==> src/rtl/fdiv_pkg.sv <==
package fdiv_pkg;

    typedef enum logic [2:0] {
        ST_OFF  = 3'd0,
        ST_LOAD = 3'd1,
        ST_PASS = 3'd2,
        ST_RUN  = 3'd3,
        ST_HALT = 3'd4
    } fdiv_state_e;

    localparam logic [1:0] SEL_RESERVED = 2'd3;

    // Active ring length for a length select, given the full pattern width.
    function automatic int ring_len(input logic [1:0] sel, input int width);
        case (sel)
            2'd0:    return width - 3;
            2'd1:    return width - 1;
            2'd2:    return width;
            default: return 0;
        endcase
    endfunction

endpackage

==> src/rtl/fdiv_mode_fsm.sv <==
module fdiv_mode_fsm
    import fdiv_pkg::*;
#(
    parameter int SEL_W = 2
) (
    input  logic             clk,
    input  logic             rst_n,
    input  logic             enable,
    input  logic             bypass,
    input  logic             preset,
    input  logic [SEL_W-1:0] len_sel,
    output fdiv_state_e      st_q,
    output logic             load,
    output logic             step,
    output logic             pass
);

    fdiv_state_e st_d;

    // Transition decode, highest priority first.
    always_comb begin
        if (preset)                     st_d = ST_LOAD;
        else if (!enable)               st_d = ST_OFF;
        else if (bypass)                st_d = ST_PASS;
        else if (len_sel == SEL_RESERVED) st_d = ST_HALT;
        else                            st_d = ST_RUN;
    end

    // State register.
    always_ff @(posedge clk) begin
        if (!rst_n) st_q <= ST_OFF;
        else        st_q <= st_d;
    end

    // Datapath controls for the state being entered.
    always_comb begin
        load = 1'b0;
        step = 1'b0;
        pass = 1'b0;
        unique case (st_d)
            ST_OFF:  ;
            ST_LOAD: load = 1'b1;
            ST_PASS: pass = 1'b1;
            ST_RUN:  step = 1'b1;
            ST_HALT: ;
            default: ;
        endcase
    end

endmodule

==> src/rtl/fdiv_pattern_ring.sv <==
module fdiv_pattern_ring
    import fdiv_pkg::*;
#(
    parameter int PAT_W = 15,
    parameter int SEL_W = 2
) (
    input  logic             clk,
    input  logic             rst_n,
    input  logic             load,
    input  logic             step,
    input  logic [SEL_W-1:0] len_sel,
    input  logic [PAT_W-1:0] pat,
    output logic             head
);

    logic [PAT_W-1:0] sh;
    logic [PAT_W-1:0] sh_up;
    logic [PAT_W-1:0] ld_vec;
    logic [PAT_W-1:0] rot_vec;
    int               len_i;

    assign len_i = ring_len(len_sel, PAT_W);
    assign sh_up = {1'b0, sh[PAT_W-1:1]};
    assign head  = sh[0];

    // Masked load image and rotate-right within the active length.
    always_comb begin
        for (int i = 0; i < PAT_W; i++) begin
            ld_vec[i] = (i < len_i) ? pat[i] : 1'b0;
            if (i == len_i - 1)     rot_vec[i] = sh[0];
            else if (i < len_i - 1) rot_vec[i] = sh_up[i];
            else                    rot_vec[i] = 1'b0;
        end
    end

    always_ff @(posedge clk) begin
        if (!rst_n)     sh <= '0;
        else if (load)  sh <= ld_vec;
        else if (step)  sh <= rot_vec;
    end

    // bits beyond a 12-bit ring are empty after a load with select 0.
    p_upper_clear_r5: assert property (@(posedge clk) disable iff (!rst_n)
        ($past(load) && ($past(len_sel) == '0)) |-> (sh[PAT_W-1 -: 3] == '0));

endmodule

==> src/rtl/fdiv_out_stage.sv <==
module fdiv_out_stage (
    input  logic clk,
    input  logic rst_n,
    input  logic run,
    input  logic pass,
    input  logic head,
    output logic div_q,
    output logic clk_out
);

    always_ff @(posedge clk) begin
        if (!rst_n) div_q <= 1'b0;
        else        div_q <= run ? head : 1'b0;
    end

    assign clk_out = pass ? clk : div_q;

endmodule

==> src/rtl/pattern_clk_div.sv <==
module pattern_clk_div
    import fdiv_pkg::*;
#(
    parameter int PAT_W = 15,
    parameter int SEL_W = 2
) (
    input  logic             clk_fast,
    input  logic             rst_n,
    input  logic             cfg_enable,
    input  logic             cfg_bypass,
    input  logic             cfg_preset,
    input  logic [SEL_W-1:0] cfg_len_sel,
    input  logic [PAT_W-1:0] cfg_pattern,
    output logic             clk_div
);

    fdiv_state_e st_q;
    logic        load;
    logic        step;
    logic        pass;
    logic        head;
    logic        div_q;

    fdiv_mode_fsm #(.SEL_W(SEL_W)) u_fsm (
        .clk     (clk_fast),
        .rst_n   (rst_n),
        .enable  (cfg_enable),
        .bypass  (cfg_bypass),
        .preset  (cfg_preset),
        .len_sel (cfg_len_sel),
        .st_q    (st_q),
        .load    (load),
        .step    (step),
        .pass    (pass)
    );

    fdiv_pattern_ring #(.PAT_W(PAT_W), .SEL_W(SEL_W)) u_ring (
        .clk     (clk_fast),
        .rst_n   (rst_n),
        .load    (load),
        .step    (step),
        .len_sel (cfg_len_sel),
        .pat     (cfg_pattern),
        .head    (head)
    );

    fdiv_out_stage u_out (
        .clk     (clk_fast),
        .rst_n   (rst_n),
        .run     (step),
        .pass    (pass),
        .head    (head),
        .div_q   (div_q),
        .clk_out (clk_div)
    );

    // the output flop is low whenever the state register shows OFF.
    p_off_low_r6: assert property (@(posedge clk_fast) disable iff (!rst_n)
        (st_q == ST_OFF) |-> !div_q);

    // the reserved select keeps the output flop low.
    p_halt_low_r7: assert property (@(posedge clk_fast) disable iff (!rst_n)
        (st_q == ST_HALT) |-> !div_q);

    // the output flop is low while the pattern is being preset.
    p_load_low_r2: assert property (@(posedge clk_fast) disable iff (!rst_n)
        (st_q == ST_LOAD) |-> !div_q);

    // rotation only follows an enabled, non-bypassed, non-preset configuration.
    p_run_needs_cfg_r3: assert property (@(posedge clk_fast) disable iff (!rst_n)
        (st_q == ST_RUN) |-> $past(cfg_enable && !cfg_bypass && !cfg_preset));

endmodule

==> config.mk <==
export PLATFORM = sky130hd
export DESIGN_NAME = pattern_clk_div
export DESIGN_NICKNAME = d
export VERILOG_FILES = /design/src/rtl/fdiv_pkg.sv /design/src/rtl/fdiv_mode_fsm.sv /design/src/rtl/fdiv_pattern_ring.sv /design/src/rtl/fdiv_out_stage.sv /design/src/rtl/pattern_clk_div.sv
export SDC_FILE = /design/constraint.sdc
export NUM_CORES = 1
export LEC_CHECK = 0
export ABC_CLOCK_PERIOD_IN_PS = 1900
export BUFFER_PORTS_ARGS = -buffer_cell sky130_fd_sc_hd__buf_2
export CAP_MARGIN = 40
export CORE_MARGIN = 2
export CORE_UTILIZATION = 53
export CTS_CLUSTER_DIAMETER = 150
export DETAILED_ROUTE_END_ITERATION = 8
export PLACE_DENSITY_LB_ADDON = 0.2
export SLEW_MARGIN = 20
export SYNTH_ARGS = -nofsm -noshare
export SYNTH_HDL_FRONTEND = slang
export SYNTH_SLANG_ARGS = --single-unit
==> constraint.sdc <==
create_clock -name clk_fast -period 1.9 [get_ports clk_fast]
set_input_delay 0.19 -clock clk_fast [delete_from_list [all_inputs] [get_ports clk_fast]]
set_output_delay 0.19 -clock clk_fast [all_outputs]
set_load 0.01 [all_outputs]
## Word level (Yosys, flattened, before mapping)

Index checks and enable logic that the tools add are counted.

- $add $sub $neg: 1
- $lt $le $gt $ge: 29
- Equal/unequal tests: 21
- Mux-type cells: 55
- Reductions and logical operators: 5

Operator list:

| cell | count |
|---|---|
| $eq 5x32->1 const A | 7 |
| $lt 5x32->1 const A | 6 |
| $eq 4x32->1 const A | 4 |
| $lt 4x32->1 const A | 4 |
| $eq 3x32->1 const A | 2 |
| $lt 3x32->1 const A | 2 |
| $mux 1 | 48 |
| $eq 2x32->1 const A | 1 |
| $logic_not 32->1 | 1 |
| $lt 1x32->1 const A | 1 |
| $lt 2x32->1 const A | 1 |
| $mux 15 | 2 |
| $lt 4x4->1 const A | 7 |
| $lt 3x4->1 const A | 4 |
| $mux 3 | 4 |
| $pmux 4 s3 | 1 |
| $lt 1x4->1 const A | 2 |
| $lt 2x4->1 const A | 2 |
| $eq 3x2->1 const B | 2 |
| $sub 4x1->5 const B | 1 |
| $eq 2x2->1 const B | 2 |
| $reduce_and 2->1 | 2 |
| $eq 3x1->1 const B | 1 |
| $eq 2x1->1 const B | 1 |
| other kinds (3) | 3 |

- Register bits after elaboration: 16
- Input bits: 22

## Logic depth before layout (Yosys ltp)

Gate-level depths: netlist of run 1.

- Word-level depth: 9
- Depth in mapped cells: 6

## Modules after synthesis

Synthesis of run 1 repeated with hierarchy kept, for this count alone.

- Cell total of the unflattened synthesis: 138
- Area, all modules: 1212.4 um^2

By module, submodules not included:

| module | times used | cells each | area an instance (um^2) | sequential area each (um^2) |
|---|---|---|---|---|
| fdiv_pattern_ring | 1 | 121 | 1038.5 | 300.3 |
| fdiv_mode_fsm | 1 | 14 | 132.6 | 60.1 |
| fdiv_out_stage | 1 | 3 | 41.3 | 20.0 |

==> summary.md, run 1 <==
| Metric | Value |
|---|---|
| Number of enable flip-flop cells after synthesis | 0 |
| R2r worst-path depth | 3 |
| Fin. Hold Viols | 0 |
| Worst reg2reg setup slack | 500 ps |
| Critical R2R Capture | u_ring.sh[12] |
| DIE AREA | 2500 um2 |
| Post-synth top cells | dfxtp_1, ha_1, mux2i_1 |
| Setup Buffers After CTS | 0 |
| Cell with the most instances after synthesis | dfxtp_1 |
| Average size of a mapped cell | 8.99 um2 |
| Worst path max stage delay | 260 ps |
| Worst path slowest cell | mux2_2 |
| Setup CP Type | clock port to output pin |
| Global-route wire length before repair | 4.87 mm |
| RePlAce Congestion | 0.839 |
| Min-delay worst type | input port to flop |
| Post-DP HPWL | 2.16 mm |
| Slew of the pin with the lowest slew margin | 481 ps |
| Share of the synthesized area in the top cell type | 28.5% |
| CP Launch Type | clock port |
| Register area | 320 um2 |
| Worst EP required | 1710 ps |
| Lkg Pwr | 0.586 nW |
| Final Total Pwr | 864 uW |
| Antenna Cells | 0 |
| Mapped cell area | 1120 um2 |
| Cells after Synth | 125 |
| Clk_skew | 5.33 ps |
| Area contributors post-synth | dfxtp_1, ha_1, mux2i_1, a32oi_1, a32o_1 |
| Area of the core | 1980 um2 |
| Fin Setup TNS | 0 ps |
| Cts hold-fix bufs | 0 |
| Total gr overflow | 0 |
| First-pass detailed-route iteration total | 4 |
| Max-slew violations | 0 |
| Largest net degree at the start of global routing | 19 |
| CP Capture Type | output pin |
| Routed vias | 1055 |
| Share of total power in combinational logic | 19.3% |
| DRC Markers | 0 |
| Status | complete, no violations |
| HP Start | cfg_pattern[8] |
| Vias/cell | 6.03 |
| Die width | 50.0 um |
| Unique cell type count in the Yosys netlist | 41 |
| Per-cell routed wire length | 16.7 um |
| Post-synthesis sequential area ratio | 28.5% |
| Syn_nets | 156 |
| Switching Share | 28.0% |
| Ports | 23 |
| Critical Path Most Common Cell | clkbuf_4 |
| Worst Hold Depth | 3 |
| Dpl cells | 168 |
| CTS tree | done |
| Final Non-Filler Cells | 175 |
| Clk pwr share | 38.3% |
| Number of gates resized after cts | 0 |
| Clock transition at the registers of the reported paths | 90 ps |
| Share of layout cells above drive strength 1 | 26.4% |
| FP Rows | 16 |
| Post-DRT Antenna Nets | 0 |
| Routed WL | 2.92 mm |
| Nets | 180 |
| Ys flop type | dfxtp_1 |
| Vias in the first global route | 1075 |
| Fin Hold WS | 43.1 ps |
| Power density cells | 657 nW/um2 |
| RSZ-0062 raised after global routing | false |
| Initial drt markers | 29 |
| WP buf/inv | 3 |
| Crit Path Max Fanout | 2 |
| Global Route Usage Sum | 26.1% |
| Initial antenna violation count | 0 |
| Final Setup Violations | 0 |
| Worst skew pair latency | 400 ps |
| Fillers | 190 |
| R2r startpoint | u_ring.sh[0] |
| Worst Hold End | u_ring.sh[8] |
| PortBufs | 22 |
| Synth warn | 0 |
| Effective utilization at floorplan | 56.7% |
| P&R area growth vs syn | 16.9% |
| Top delay family on crit path | buffers and inverters |
| Total of max-cap violations | 0 |
| Internal power | 622 uW |
| Switching power | 242 uW |
| Critical Path, Cell by Cell | clkbuf_4 > clkbuf_4 > mux2_2 > buf_2 |
| Asr flop ratio synth | 0% |
| Synth area leader | dfxtp_1 |
| Relative slew margins | 67.8% |
| Worst Path Arrival | 1580 ps |
| Die span in y | 50.0 um |
| Seq pwr share | 42.4% |
| Multi-input logic area | 746 um2 |
| #FFs+latches synth | 16 |
| VDD IR max | 0.499 mV |
==> worst min-delay path, stage by stage <==
cell      delay (ps)
buf_2             80
nand3_1           70
o221ai_2          70
==> power by group through the flow <==
stage | sequential (mW) | clock (mW) | combinational, mW
finish | 0.366 | 0.331 | 0.167
global route | 0.368 | 0.349 | 0.185
CTS | 0.366 | 0.335 | 0.165
detailed placement | 0.374 | 0.00802 | 0.164
global placement | 0.373 | 0.00802 | 0.158
floorplan | 0.367 | 0.00558 | 0.113
==> how the worst max path moves through the flow <==
stage                        end  slack, ps  cells after the start      startpoint
finish                   clk_div        130                      4        clk_fast
floorplan           u_ring.sh[3]        330                      6  cfg_len_sel[0]
CTS                      clk_div        130                      4        clk_fast
detailed placement  u_ring.sh[5]        120                      5  cfg_len_sel[0]
global placement    u_ring.sh[9]        150                      5  cfg_len_sel[0]
global route             clk_div        120                      4        clk_fast
==> sequential cells by signal (all words and copies together) (netlist names) <==
name / count
u_out.div_q: 1
u_ring.sh: 15
==> per-layer routing <==
layer / vias up / wire length, um / track usage [%]
li1: 519 / - / -
met1: 499 / 1290 / 32.1
met2: 30 / 1430 / 42.3
met3: 7 / 151 / 6.67
met4: 0 / 47 / 11.6
met5: - / 0 / 0
==> cell type report <==
| class | count | area share [%] |
|---|---|---|
| tap | 27 | 2.57 |
| inverter | 6 | 1.71 |
| timing repair buffer | 24 | 9.71 |
| multi-input combinational | 94 | 56.8 |
| clock buffer | 8 | 4.86 |
| sequential | 16 | 24.4 |
==> layout by cell type (no fill, tap or decap), types with 2 or more instances in the layout <==
cell	n
mux2i_1	9
nand2_1	6
nand3b_1	5
a32oi_1	5
nand3_1	4
ha_1	9
inv_1	6
and3_1	2
buf_2	22
dfxtp_1	16
a211o_1	2
a21boi_0	2
nor3b_1	2
mux2_2	3
clkbuf_4	6
o22ai_1	5
nor2_1	6
a32o_1	4
nor2b_1	2
o21ai_0	2
nand2b_1	6
buf_4	3
==> cells by family after synthesis <==
logic type               count (synthesis)  share of synthesized area [%]
multiplexers                            12                           11.0
AO/OA/AOI/OAI                           29                           21.2
buffers and inverters                   15                           5.12
flip-flops                              16                           28.5
AND/OR/NAND/NOR                         44                           24.2
adder cells (fa/ha/maj)                  9                           10.0
==> through the flow <==
stage	utilization [%]	instance area, um2	worst slack [ps]
after detailed placement	63.3	1250	122
after CTS	66.3	1310	130
after floorplan	-	1120	327
after global placement	63.3	1250	151
final	66.3	1310	130
after global routing	66.3	1310	118
Power figures use the tool's default switching activity.
==> run 2: changes to the inputs <==
--- a/config.mk
+++ b/config.mk
@@ -5,15 +5,16 @@
 export SDC_FILE = /design/constraint.sdc
 export NUM_CORES = 1
 export LEC_CHECK = 0
-export ABC_CLOCK_PERIOD_IN_PS = 1900
+export ABC_CLOCK_PERIOD_IN_PS = 1800
 export BUFFER_PORTS_ARGS = -buffer_cell sky130_fd_sc_hd__buf_2
 export CAP_MARGIN = 40
 export CORE_MARGIN = 2
-export CORE_UTILIZATION = 53
+export CORE_UTILIZATION = 54
 export CTS_CLUSTER_DIAMETER = 150
 export DETAILED_ROUTE_END_ITERATION = 8
 export PLACE_DENSITY_LB_ADDON = 0.2
 export SLEW_MARGIN = 20
 export SYNTH_ARGS = -nofsm -noshare
 export SYNTH_HDL_FRONTEND = slang
+export SYNTH_HIERARCHICAL = 1
 export SYNTH_SLANG_ARGS = --single-unit
==> constraint.sdc (replaced) <==
create_clock -name clk_fast -period 1.8 [get_ports clk_fast]
set_input_delay 0.18 -clock clk_fast [delete_from_list [all_inputs] [get_ports clk_fast]]
set_output_delay 0.18 -clock clk_fast [all_outputs]
set_load 0.01 [all_outputs]
==> run 2 against run 1 <==
  * Clock power grew 9.4%
  * Critical path depth is the same
  * Die area shrank 2.8%
  * Critical endpoint unchanged
==> summary.md, run 2 <==
| Metric | Value |
|---|---|
| R2r startpoint | u_ring/sh[0] |
| Initial drt markers | 38 (+31%) |
| Crit Path Max Fanout | 2 (unchanged) |
| CP Launch Type | clock port |
| Initial antenna violation count | 0 (unchanged) |
| Average size of a mapped cell | 8.60 um2 (-4.3%) |
| Area of the core | 1940 um2 (-2.0%) |
| Per-cell routed wire length | 16.1 um (-3.9%) |
| Worst Path Arrival | 1520 ps (-60 ps) |
| Die span in y | 49.3 um (-1.4%) |
| RSZ-0062 raised after global routing | false |
| Slew of the pin with the lowest slew margin | 564 ps (+82.8 ps) |
| Post-DP HPWL | 2.14 mm (-0.85%) |
| Pre-CTS setup slack | -71.2 ps (-193 ps) |
| Global-route wire length before repair | 5.01 mm (+2.8%) |
| Routed WL | 3.00 mm (+2.7%) |
| Fin Hold WS | 27.3 ps (-15.8 ps) |
| Largest regs | u_ring/sh: 15 flops, u_out/div_q: 1 flops |
| Worst EP required | 1620 ps (-90 ps) |
| Synth warn | 6 (+6) |
| Cts hold-fix bufs | 0 (unchanged) |
| Dpl cells | 180 (+7.1%) |
| P&R area growth vs syn | 21.6% |
| Worst skew pair latency | 390 ps (about the same) |
| Number of gates resized after cts | 0 (unchanged) |
| Placed cell areas | 1290 um2 (+2.9%) |
| Final Total Pwr | 935 uW (+8.2%) |
| CTS tree | done |
| Status | complete, no violations |
| Largest register FFs | 15 (unchanged) |
| Post-layout util | 69.5% (+3.2 points) |
| Die width | 49.3 um (-1.4%) |
| Global Route Usage Sum | 28.3% (+2.2 points) |
| Final Non-Filler Cells | 187 (+6.9%) |
| Share of layout cells above drive strength 1 | 29.4% (+3.0 points) |
| Switching power | 269 uW (+11%) |
| Max-slew violations | 0 (unchanged) |
| Cells after Synth | 129 (+3.2%) |
| Antenna Cells | 0 (unchanged) |
| Lkg Pwr | 0.595 nW (+1.5%) |
| Mapped cell area | 1110 um2 (-1.2%) |
| Largest register by flop count | u_ring/sh |
| Commonest non-fill, non-tap cell in the layout | buf_2 |
| Internal power | 665 uW (+7.0%) |
| Ports | 23 (unchanged) |
| Seq pwr share | 41.6% (-0.8 points) |
| DRC Markers | 0 (unchanged) |
| Clk_skew | 1.89 ps (-3.43 ps) |
| Vias/cell | 6.08 (+0.86%) |
| CP Capture Type | output pin |
| Fin. Hold Viols | 0 (unchanged) |
| Power density cells | 692 nW/um2 (+5.3%) |
| Clock transition at the registers of the reported paths | 100 ps (about the same) |
| Post-DRT Antenna Nets | 0 (unchanged) |
| PortBufs | 22 (unchanged) |
| Share of total power in combinational logic | 19.6% (+0.3 points) |
| Largest net degree at the start of global routing | 23 (+4) |
| Nets | 192 (+6.7%) |
| DIE AREA | 2430 um2 (-2.8%) |
| Setup Buffers After CTS | 0 (unchanged) |
| Final Worst Setup Slack | 95.9 ps (-34.5 ps) |
| Commonest cells after routing, fill and taps aside | buf_2, dfxtp_1, nor2_1, nand2_1 |
| Switching Share | 28.8% (+0.81 points) |
| Total gr overflow | 0 (unchanged) |
| Design area | 1350 um2 (+2.8%) |
| Min-delay worst type | input port to flop |
| Vias in the first global route | 1132 (+5.3%) |
| RePlAce Congestion | 0.939 (+12%) |
| Routed vias | 1137 (+7.8%) |
| Relative slew margins | 62.4% (-5.5 points) |
| Fin Setup TNS | 0 ps (unchanged) |
| First-pass detailed-route iteration total | 5 (+1) |
| HP Start | cfg_pattern[11] |
| Final Setup Violations | 0 (unchanged) |
| Syn_nets | 160 (+2.6%) |
| Setup CP Type | clock port to output pin |
| Effective utilization at floorplan | 57.2% (+0.46 points) |
| Total of max-cap violations | 0 (unchanged) |
| VDD IR max | 0.448 mV (-10%) |
| Clk pwr share | 38.7% (+0.4 points) |
| CP Launch Point | clk_fast |
| FP Rows | 16 (unchanged) |
==> run 2: worst max-delay path, cell delays in order <==
cell	delay, ps
clkbuf_4	110
clkbuf_4	130
mux2_4	240
buf_2	130
==> run 2: final cells by class <==
| class | instances | area, um2 |
|---|---|---|
| inverter | 5 | 18.8 |
| tap | 27 | 33.8 |
| multi-input combinational | 101 | 741 |
| timing repair buffer | 30 | 173 |
| sequential | 16 | 320 |
| fill | 166 | 592 |
| clock buffer | 8 | 63.8 |
==> run 2: power by group through the flow <==
stage               Combinational, mW  Clock, mW  Sequential [mW]
floorplan                       0.115    0.00827            0.389
global placement                0.174     0.0109            0.395
detailed placement              0.181     0.0109            0.396
CTS                             0.182      0.371            0.388
global route                    0.203      0.393            0.391
finish                          0.184      0.362            0.389
==> run 2: metal layers <==
layer | routed length, um | vias to the layer above | global-route usage, %
met5 | 0 | - | 0
met4 | 150 | 0 | 20.0
met3 | 182 | 24 | 9.82
met2 | 1440 | 54 | 45.9
met1 | 1230 | 516 | 30.5
li1 | - | 543 | -
==> run 2: path summary, 6_finish.rpt <==
kind	to	slack (ps)	cells after the start
max	clk_div	100	4
min	u_ring/sh[11]	30	3
max reg2reg	u_ring/sh[11]	440	3
min reg2reg	u_ring/sh[5]	520	2
